$ cat src/rtl/dtl_pkg.sv
package dtl_pkg;
    localparam int LIM_W   = 16;
    localparam int BASE_W  = 32;
    localparam int NARROW_W = 24;
    localparam int OPND_W  = LIM_W + BASE_W;
    localparam int ADDR_W  = 32;
    localparam int FLT_W   = 4;

    localparam int FLT_UD = 0;
    localparam int FLT_GP = 1;
    localparam int FLT_SS = 2;
    localparam int FLT_PF = 3;

    typedef enum logic [1:0] {
        MODE_REAL = 2'd0,
        MODE_PROT = 2'd1,
        MODE_V86  = 2'd2
    } cpu_mode_e;

    typedef enum logic [2:0] {
        SEG_ES = 3'd0,
        SEG_CS = 3'd1,
        SEG_SS = 3'd2,
        SEG_DS = 3'd3,
        SEG_FS = 3'd4,
        SEG_GS = 3'd5
    } seg_e;

    typedef struct packed {
        logic [LIM_W-1:0]  limit;
        logic [BASE_W-1:0] base;
    } tbl_reg_t;
endpackage

$ cat src/rtl/dtl_operand_split.sv
module dtl_operand_split #(
    parameter int LIM_W    = 16,
    parameter int BASE_W   = 32,
    parameter int NARROW_W = 24
) (
    input  logic [LIM_W+BASE_W-1:0] opnd_i,
    input  logic                    wide_i,
    output logic [LIM_W-1:0]        limit_o,
    output logic [BASE_W-1:0]       base_o
);
    localparam int PAD_W = BASE_W - NARROW_W;

    always_comb begin
        limit_o = opnd_i[LIM_W-1:0];
        if (wide_i)
            base_o = opnd_i[LIM_W +: BASE_W];
        else
            base_o = {{PAD_W{1'b0}}, opnd_i[LIM_W +: NARROW_W]};
    end
endmodule

$ cat src/rtl/dtl_fault_eval.sv
module dtl_fault_eval
    import dtl_pkg::*;
#(
    parameter int ADDR_W = 32,
    parameter int SPAN   = 6
) (
    input  logic              reg_form_i,
    input  logic [1:0]        mode_i,
    input  logic [1:0]        cpl_i,
    input  logic [2:0]        seg_i,
    input  logic              seg_null_i,
    input  logic [ADDR_W-1:0] seg_lim_i,
    input  logic [ADDR_W-1:0] ea_i,
    input  logic              pf_i,
    input  logic [31:0]       pf_code_i,
    output logic [FLT_W-1:0]  fault_o,
    output logic [31:0]       err_o
);
    localparam logic [ADDR_W:0] LAST_OFS = (ADDR_W+1)'(SPAN - 1);

    logic [ADDR_W:0] span_end;
    logic            prot, data_seg, over;

    always_comb begin
        span_end = {1'b0, ea_i} + LAST_OFS;
        over     = span_end > {1'b0, seg_lim_i};
        prot     = (mode_i == MODE_PROT);
        data_seg = (seg_i == SEG_ES) || (seg_i == SEG_DS) ||
                   (seg_i == SEG_FS) || (seg_i == SEG_GS);
        fault_o  = '0;
        err_o    = '0;
        if (reg_form_i)
            fault_o[FLT_UD] = 1'b1;
        else if (prot && cpl_i != 2'd0)
            fault_o[FLT_GP] = 1'b1;
        else if (prot && data_seg && seg_null_i)
            fault_o[FLT_GP] = 1'b1;
        else if (over) begin
            if (seg_i == SEG_SS) fault_o[FLT_SS] = 1'b1;
            else                 fault_o[FLT_GP] = 1'b1;
        end else if (pf_i) begin
            fault_o[FLT_PF] = 1'b1;
            err_o           = pf_code_i;
        end
    end
endmodule

$ cat src/rtl/desc_tbl_loader.sv
module desc_tbl_loader
    import dtl_pkg::*;
(
    input  logic              clk,
    input  logic              rst_n,
    input  logic              req_i,
    input  logic [7:0]        opc0_i,
    input  logic [7:0]        opc1_i,
    input  logic [7:0]        modrm_i,
    input  logic              op32_i,
    input  logic [1:0]        mode_i,
    input  logic [1:0]        cpl_i,
    input  logic [2:0]        seg_i,
    input  logic              seg_null_i,
    input  logic [31:0]       seg_lim_i,
    input  logic [31:0]       ea_i,
    input  logic [47:0]       opnd_i,
    input  logic              pf_i,
    input  logic [31:0]       pf_code_i,
    output logic [15:0]       gt_limit_o,
    output logic [31:0]       gt_base_o,
    output logic [15:0]       it_limit_o,
    output logic [31:0]       it_base_o,
    output logic              done_o,
    output logic [3:0]        fault_o,
    output logic [31:0]       err_o
);
    localparam int NTBL = 2;

    typedef struct packed {
        tbl_reg_t [NTBL-1:0] tbl;
        logic                done;
        logic [FLT_W-1:0]    fault;
        logic [31:0]         err;
    } state_t;

    state_t st_d, st_q;

    logic [LIM_W-1:0]  new_lim;
    logic [BASE_W-1:0] new_base;
    logic [FLT_W-1:0]  flt;
    logic [31:0]       flt_err;
    logic              hit, reg_form, sel;

    dtl_operand_split #(.LIM_W(LIM_W), .BASE_W(BASE_W), .NARROW_W(NARROW_W)) u_split (
        .opnd_i (opnd_i),
        .wide_i (op32_i),
        .limit_o(new_lim),
        .base_o (new_base)
    );

    dtl_fault_eval #(.ADDR_W(ADDR_W), .SPAN(OPND_W/8)) u_fault (
        .reg_form_i(reg_form),
        .mode_i    (mode_i),
        .cpl_i     (cpl_i),
        .seg_i     (seg_i),
        .seg_null_i(seg_null_i),
        .seg_lim_i (seg_lim_i),
        .ea_i      (ea_i),
        .pf_i      (pf_i),
        .pf_code_i (pf_code_i),
        .fault_o   (flt),
        .err_o     (flt_err)
    );

    always_comb begin
        hit      = (opc0_i == 8'h0F) && (opc1_i == 8'h01) && (modrm_i[5:4] == 2'b01);
        reg_form = (modrm_i[7:6] == 2'b11);
        sel      = modrm_i[3];
        st_d       = st_q;
        st_d.done  = 1'b0;
        st_d.fault = '0;
        st_d.err   = '0;
        if (req_i && hit) begin
            st_d.done  = 1'b1;
            st_d.fault = flt;
            st_d.err   = flt_err;
            if (flt == '0) begin
                st_d.tbl[sel].limit = new_lim;
                st_d.tbl[sel].base  = new_base;
            end
        end
    end

    always_ff @(posedge clk) begin
        if (!rst_n) st_q <= '0;
        else        st_q <= st_d;
    end

    assign gt_limit_o = st_q.tbl[0].limit;
    assign gt_base_o  = st_q.tbl[0].base;
    assign it_limit_o = st_q.tbl[1].limit;
    assign it_base_o  = st_q.tbl[1].base;
    assign done_o     = st_q.done;
    assign fault_o    = st_q.fault;
    assign err_o      = st_q.err;


    fault_onehot_chk: assert property (@(posedge clk) disable iff (!rst_n)
        $onehot0(fault_o) && (fault_o != '0 -> done_o));


    done_pulse_chk: assert property (@(posedge clk) disable iff (!rst_n)
        done_o |=> !done_o || $past(req_i));


    faulted_no_write_chk: assert property (@(posedge clk) disable iff (!rst_n)
        (!done_o || fault_o != '0) |-> ($stable(gt_base_o) && $stable(gt_limit_o) &&
                                        $stable(it_base_o) && $stable(it_limit_o)));


    narrow_top_zero_chk: assert property (@(posedge clk) disable iff (!rst_n)
        (done_o && fault_o == '0 && !$past(op32_i) && !$past(modrm_i[3]))
            |-> gt_base_o[31:24] == 8'h00);


    pf_code_chk: assert property (@(posedge clk) disable iff (!rst_n)
        fault_o[FLT_PF] |-> err_o == $past(pf_code_i));


    priv_gp_chk: assert property (@(posedge clk) disable iff (!rst_n)
        (done_o && $past(mode_i) == MODE_PROT && $past(cpl_i) != 2'd0 &&
         $past(modrm_i[7:6]) != 2'b11) |-> (fault_o[FLT_GP] && err_o == '0));
endmodule

$ cat config.mk
export PLATFORM = sky130hd
export DESIGN_NAME = desc_tbl_loader
export DESIGN_NICKNAME = d
export VERILOG_FILES = /design/src/rtl/dtl_pkg.sv /design/src/rtl/dtl_operand_split.sv /design/src/rtl/dtl_fault_eval.sv /design/src/rtl/desc_tbl_loader.sv
export SDC_FILE = /design/constraint.sdc
export NUM_CORES = 1
export LEC_CHECK = 0
export BUFFER_PORTS_ARGS = -buffer_cell sky130_fd_sc_hd__buf_4
export CAP_MARGIN = 10
export CORE_MARGIN = 3
export CORE_UTILIZATION = 44
export DETAILED_ROUTE_END_ITERATION = 10
export GPL_TIMING_DRIVEN = 0
export HOLD_SLACK_MARGIN = 0.03
export PLACE_DENSITY = 0.78
export RECOVER_POWER = 50
export SYNTH_ARGS = -nofsm -noshare
export SYNTH_HDL_FRONTEND = slang
export SYNTH_HIERARCHICAL = 1
export SYNTH_SLANG_ARGS = --single-unit
$ cat constraint.sdc
create_clock -name clk -period 5.06 [get_ports clk]
set_clock_uncertainty 0.1 [all_clocks]
set_input_delay 0.759 -clock clk [delete_from_list [all_inputs] [get_ports clk]]
set_output_delay 0.759 -clock clk [all_outputs]
set_load 0.1 [all_outputs]
==> impl_metrics.env <==
export IMPL_outcome="completed"
export IMPL_antenna_found_initial=0
export IMPL_clock_latency_ns=0.41
export IMPL_viasPerCell=5.280
export IMPL_cts_buffer_depth=2
export IMPL_fmax_ghz=0.2060
export IMPL_boundaryPins=314
export IMPL_drt_iter0_drc=333
export IMPL_powerDensity_nw_per_um2=258.2
export IMPL_cp_max_fo=10
export IMPL_synth_async_reset_ratio_pct=0
export IMPL_nNetsFinal=1349
export IMPL_diodes=0
export IMPL_r2r_end="it_limit_o[7]"
export IMPL_min_period_over_period_pct=95.92
export IMPL_drc_errors=0
export IMPL_grt_max_degree=17
export IMPL_core_um2=16060
export IMPL_setup_ws_ns=0.2063
export IMPL_cp_arrival_ns=5.08
export IMPL_cp_end_kind="register"
export IMPL_rsz0062_at_grt="yes"
export IMPL_netlist_area_um2=7294
export IMPL_worst_slew_pin_slew_ns=1.279
export IMPL_grt_pass1_wl_um=34850
export IMPL_n_fill_cell=1525
export IMPL_whs_path_depth=2
export IMPL_drive_above_1_share_pct=21.75
export IMPL_ant_nets=0
export IMPL_post_route_min_period_ns=4.854
export IMPL_hold_class="register to register"
export IMPL_hold_path_end="it_limit_o[1]"
export IMPL_first_pass_iters=5
export IMPL_gr_usage_all_layers_pct=23.94
export IMPL_worstSetupPathType="input pin to register"
export IMPL_hold_buffers=0
export IMPL_ys_warn_count=6
export IMPL_numClockSinks=133
export IMPL_rr_startpoint="it_limit_o[7]"
export IMPL_max_vdd_ir_drop_v=0.0002679
export IMPL_wl_um=23200
export IMPL_seq_area_frac_synth_pct=36.50
export IMPL_max_slew_margin_pct=15.12
export IMPL_rows=46
export IMPL_grt_pass1_vias=7096
export IMPL_grt_ovfl_total=0
export IMPL_start_util_pct=45.43
export IMPL_synthCells=847
export IMPL_die_y_um=134.8
export IMPL_wl_per_cell_um=17.05
export IMPL_setup_violations=0
export IMPL_r2r_slack_ns=4.29
export IMPL_startpoint_type="input pin"
export IMPL_hp_start="it_limit_o[1]"
export IMPL_post_place_ws_ns=-1.188
export IMPL_synth_nets=1061
export IMPL_yosys_most_used_dff="dfxtp_1"
export IMPL_port_buffers=269
export IMPL_synth_edf_count=0
export IMPL_critical_path_required_ns=5.29
export IMPL_cts_tree="built"
export IMPL_path_clk_slew_ns=0.06
export IMPL_die_width_um=134.8
export IMPL_routabilityCongestion=0.8772
export IMPL_syn_to_final_growth_pct=34.01
export IMPL_dpl_cell_count=1332
export IMPL_ys_ff_latch=133
export IMPL_multi_input_area_um2=4031
export IMPL_p_leak_nw=4.262
export IMPL_cts_root_buf="clkbuf_16"
export IMPL_cts_made_buffers=17
export IMPL_synth_distinct_cells=47
export IMPL_maxSlewViolCount=0
export IMPL_regArea_um2=2663
export IMPL_dp_hpwl_um=18040
export IMPL_maxCapViolations=0
export IMPL_htreeDepth=4
export IMPL_avgSynthCellArea_um2=8.612
export IMPL_die_area_um2=18160
export IMPL_instances_no_fill=1361
export IMPL_ff2ff_path_depth=2
export IMPL_holdWs_ns=0.3550
export IMPL_vias=7186
export IMPL_finalHoldViolCount=0
## how the worst max path moves through the flow
stage                     startpoint             to  slack, ns  cells past startpoint
after global placement       ea_i[0]  it_base_o[29]      -1.20                     20
after floorplan              ea_i[0]  it_base_o[26]       0.09                     19
final                        ea_i[0]  gt_base_o[26]       0.21                     19
after CTS                    ea_i[6]  it_limit_o[7]       0.02                     21
after detailed placement     ea_i[0]  gt_base_o[23]      -1.19                     18
after global routing         ea_i[0]  gt_base_o[26]      -0.03                     19
## timing repair
item / in CTS / in global routing
pin swaps: 2 / 8
gates resized for setup: 14 / 19
buffers inserted: 2 / 1
endpoints found under the setup margin: 96 / 96
## report_power, final
part | internal [W] | switching (W)
combinational | 0.000180 | 0.000198
sequential | 0.00105 | 0.000000000241
clock | 0.000654 | 0.000445
total | 0.00188 | 0.000643
## per-stage QoR
stage	util (%)	cell area (um2)	total power, W	setup TNS (ns)
2_1_floorplan	-	7295	0.001272	0
3_3_place_gp	59.69	9584	0.001418	-106.90
3_5_place_dp	59.69	9584	0.001425	-106.72
4_1_cts	63.34	10170	0.002532	0
5_1_grt	60.88	9776	0.002621	-0.05360
6_report	60.88	9776	0.002524	0
## routing by layer
layer / global-route usage, % / share of wire, % / vias to the layer above
met5: 0 / 0 / -
met4: 8.654 / 2.6 / 0
met3: 8.458 / 9.3 / 46
met2: 41.94 / 49 / 297
met1: 26.83 / 39 / 3354
li1: - / - / 3489
## Yosys cell counts (3+ instances only)
cell,number,area (um2)
a21oi_1,14,70.07
and2_1,45,281.5
and4_1,6,52.55
buf_1,5,18.77
buf_2,8,40.04
buf_4,43,322.8
buf_6,6,67.56
clkbuf_1,39,146.4
dfxtp_1,133,2663
ha_1,33,412.9
inv_1,36,135.1
mux2i_1,97,970.9
nand2_1,163,611.8
nand2b_1,3,18.77
nand3_1,44,220.2
nand4_1,13,81.33
nor2_1,11,41.29
nor3_1,10,50.05
o2111ai_1,33,289.0
o211ai_1,3,22.52
o21ai_0,8,40.04
o22ai_1,33,206.5
or3_1,3,18.77
xnor2_1,23,201.4
xor2_1,7,61.31
## layout by cell type (no fill, tap or decap), types with 6 or more instances in the layout
cell / count
buf_4: 185
clkbuf_1: 168
nand2_1: 163
dfxtp_1: 133
mux2i_1: 96
and2_1: 45
nand3_1: 44
inv_1: 36
o22ai_1: 33
o2111ai_1: 32
ha_1: 32
xnor2_1: 23
clkbuf_16: 17
a21oi_1: 14
nand4_1: 13
buf_2: 8
nor2_1: 8
nor3_1: 7
xor2_1: 7
o21ai_0: 7
and4_1: 6
## area by class of cell
cell class	instances	share of cell area [%]
multi-input combinational	577	41.24
sequential	133	27.24
timing repair buffer	272	15.86
buffer	98	6.156
clock buffer	21	4.812
tap	216	2.765
inverter	36	1.382
clock inverter	8	0.5504
## critical path, stage by stage
cell,delay [ns]
buf_4,0.10
ha_2,0.23
o2111ai_4,0.16
or3_4,0.47
nor3_4,0.20
nand4_1,0.16
xnor2_1,0.15
ha_1,0.29
nand3_1,0.20
o211ai_1,0.16
nor2_2,0.28
o2111ai_4,0.24
o221a_2,0.33
nor4_2,0.29
buf_4,0.17
nand4b_1,0.18
buf_2,0.31
buf_6,0.20
mux2i_1,0.18
## state kept, by name (all words and copies together) (netlist names)
name / cells
gt_base_o: 32
it_limit_o: 16
gt_limit_o: 16
fault_o: 4
err_o: 32
done_o: 1
it_base_o: 32
## kinds of logic (layout without fill, tap and decap cells)
logic type | after synthesis | after routing | synth area share (%)
xor gates and xnor gates | 30 | 30 | 3.602
adders and majority gates | 33 | 33 | 5.660
and+or+nand+nor | 314 | 314 | 20.63
DFF | 133 | 133 | 36.50
AOI/OAI and AO/OA | 103 | 103 | 10.27
buffers and inverters | 137 | 435 | 10.02
muxes | 97 | 97 | 13.31
Power figures use the tool's default switching activity.
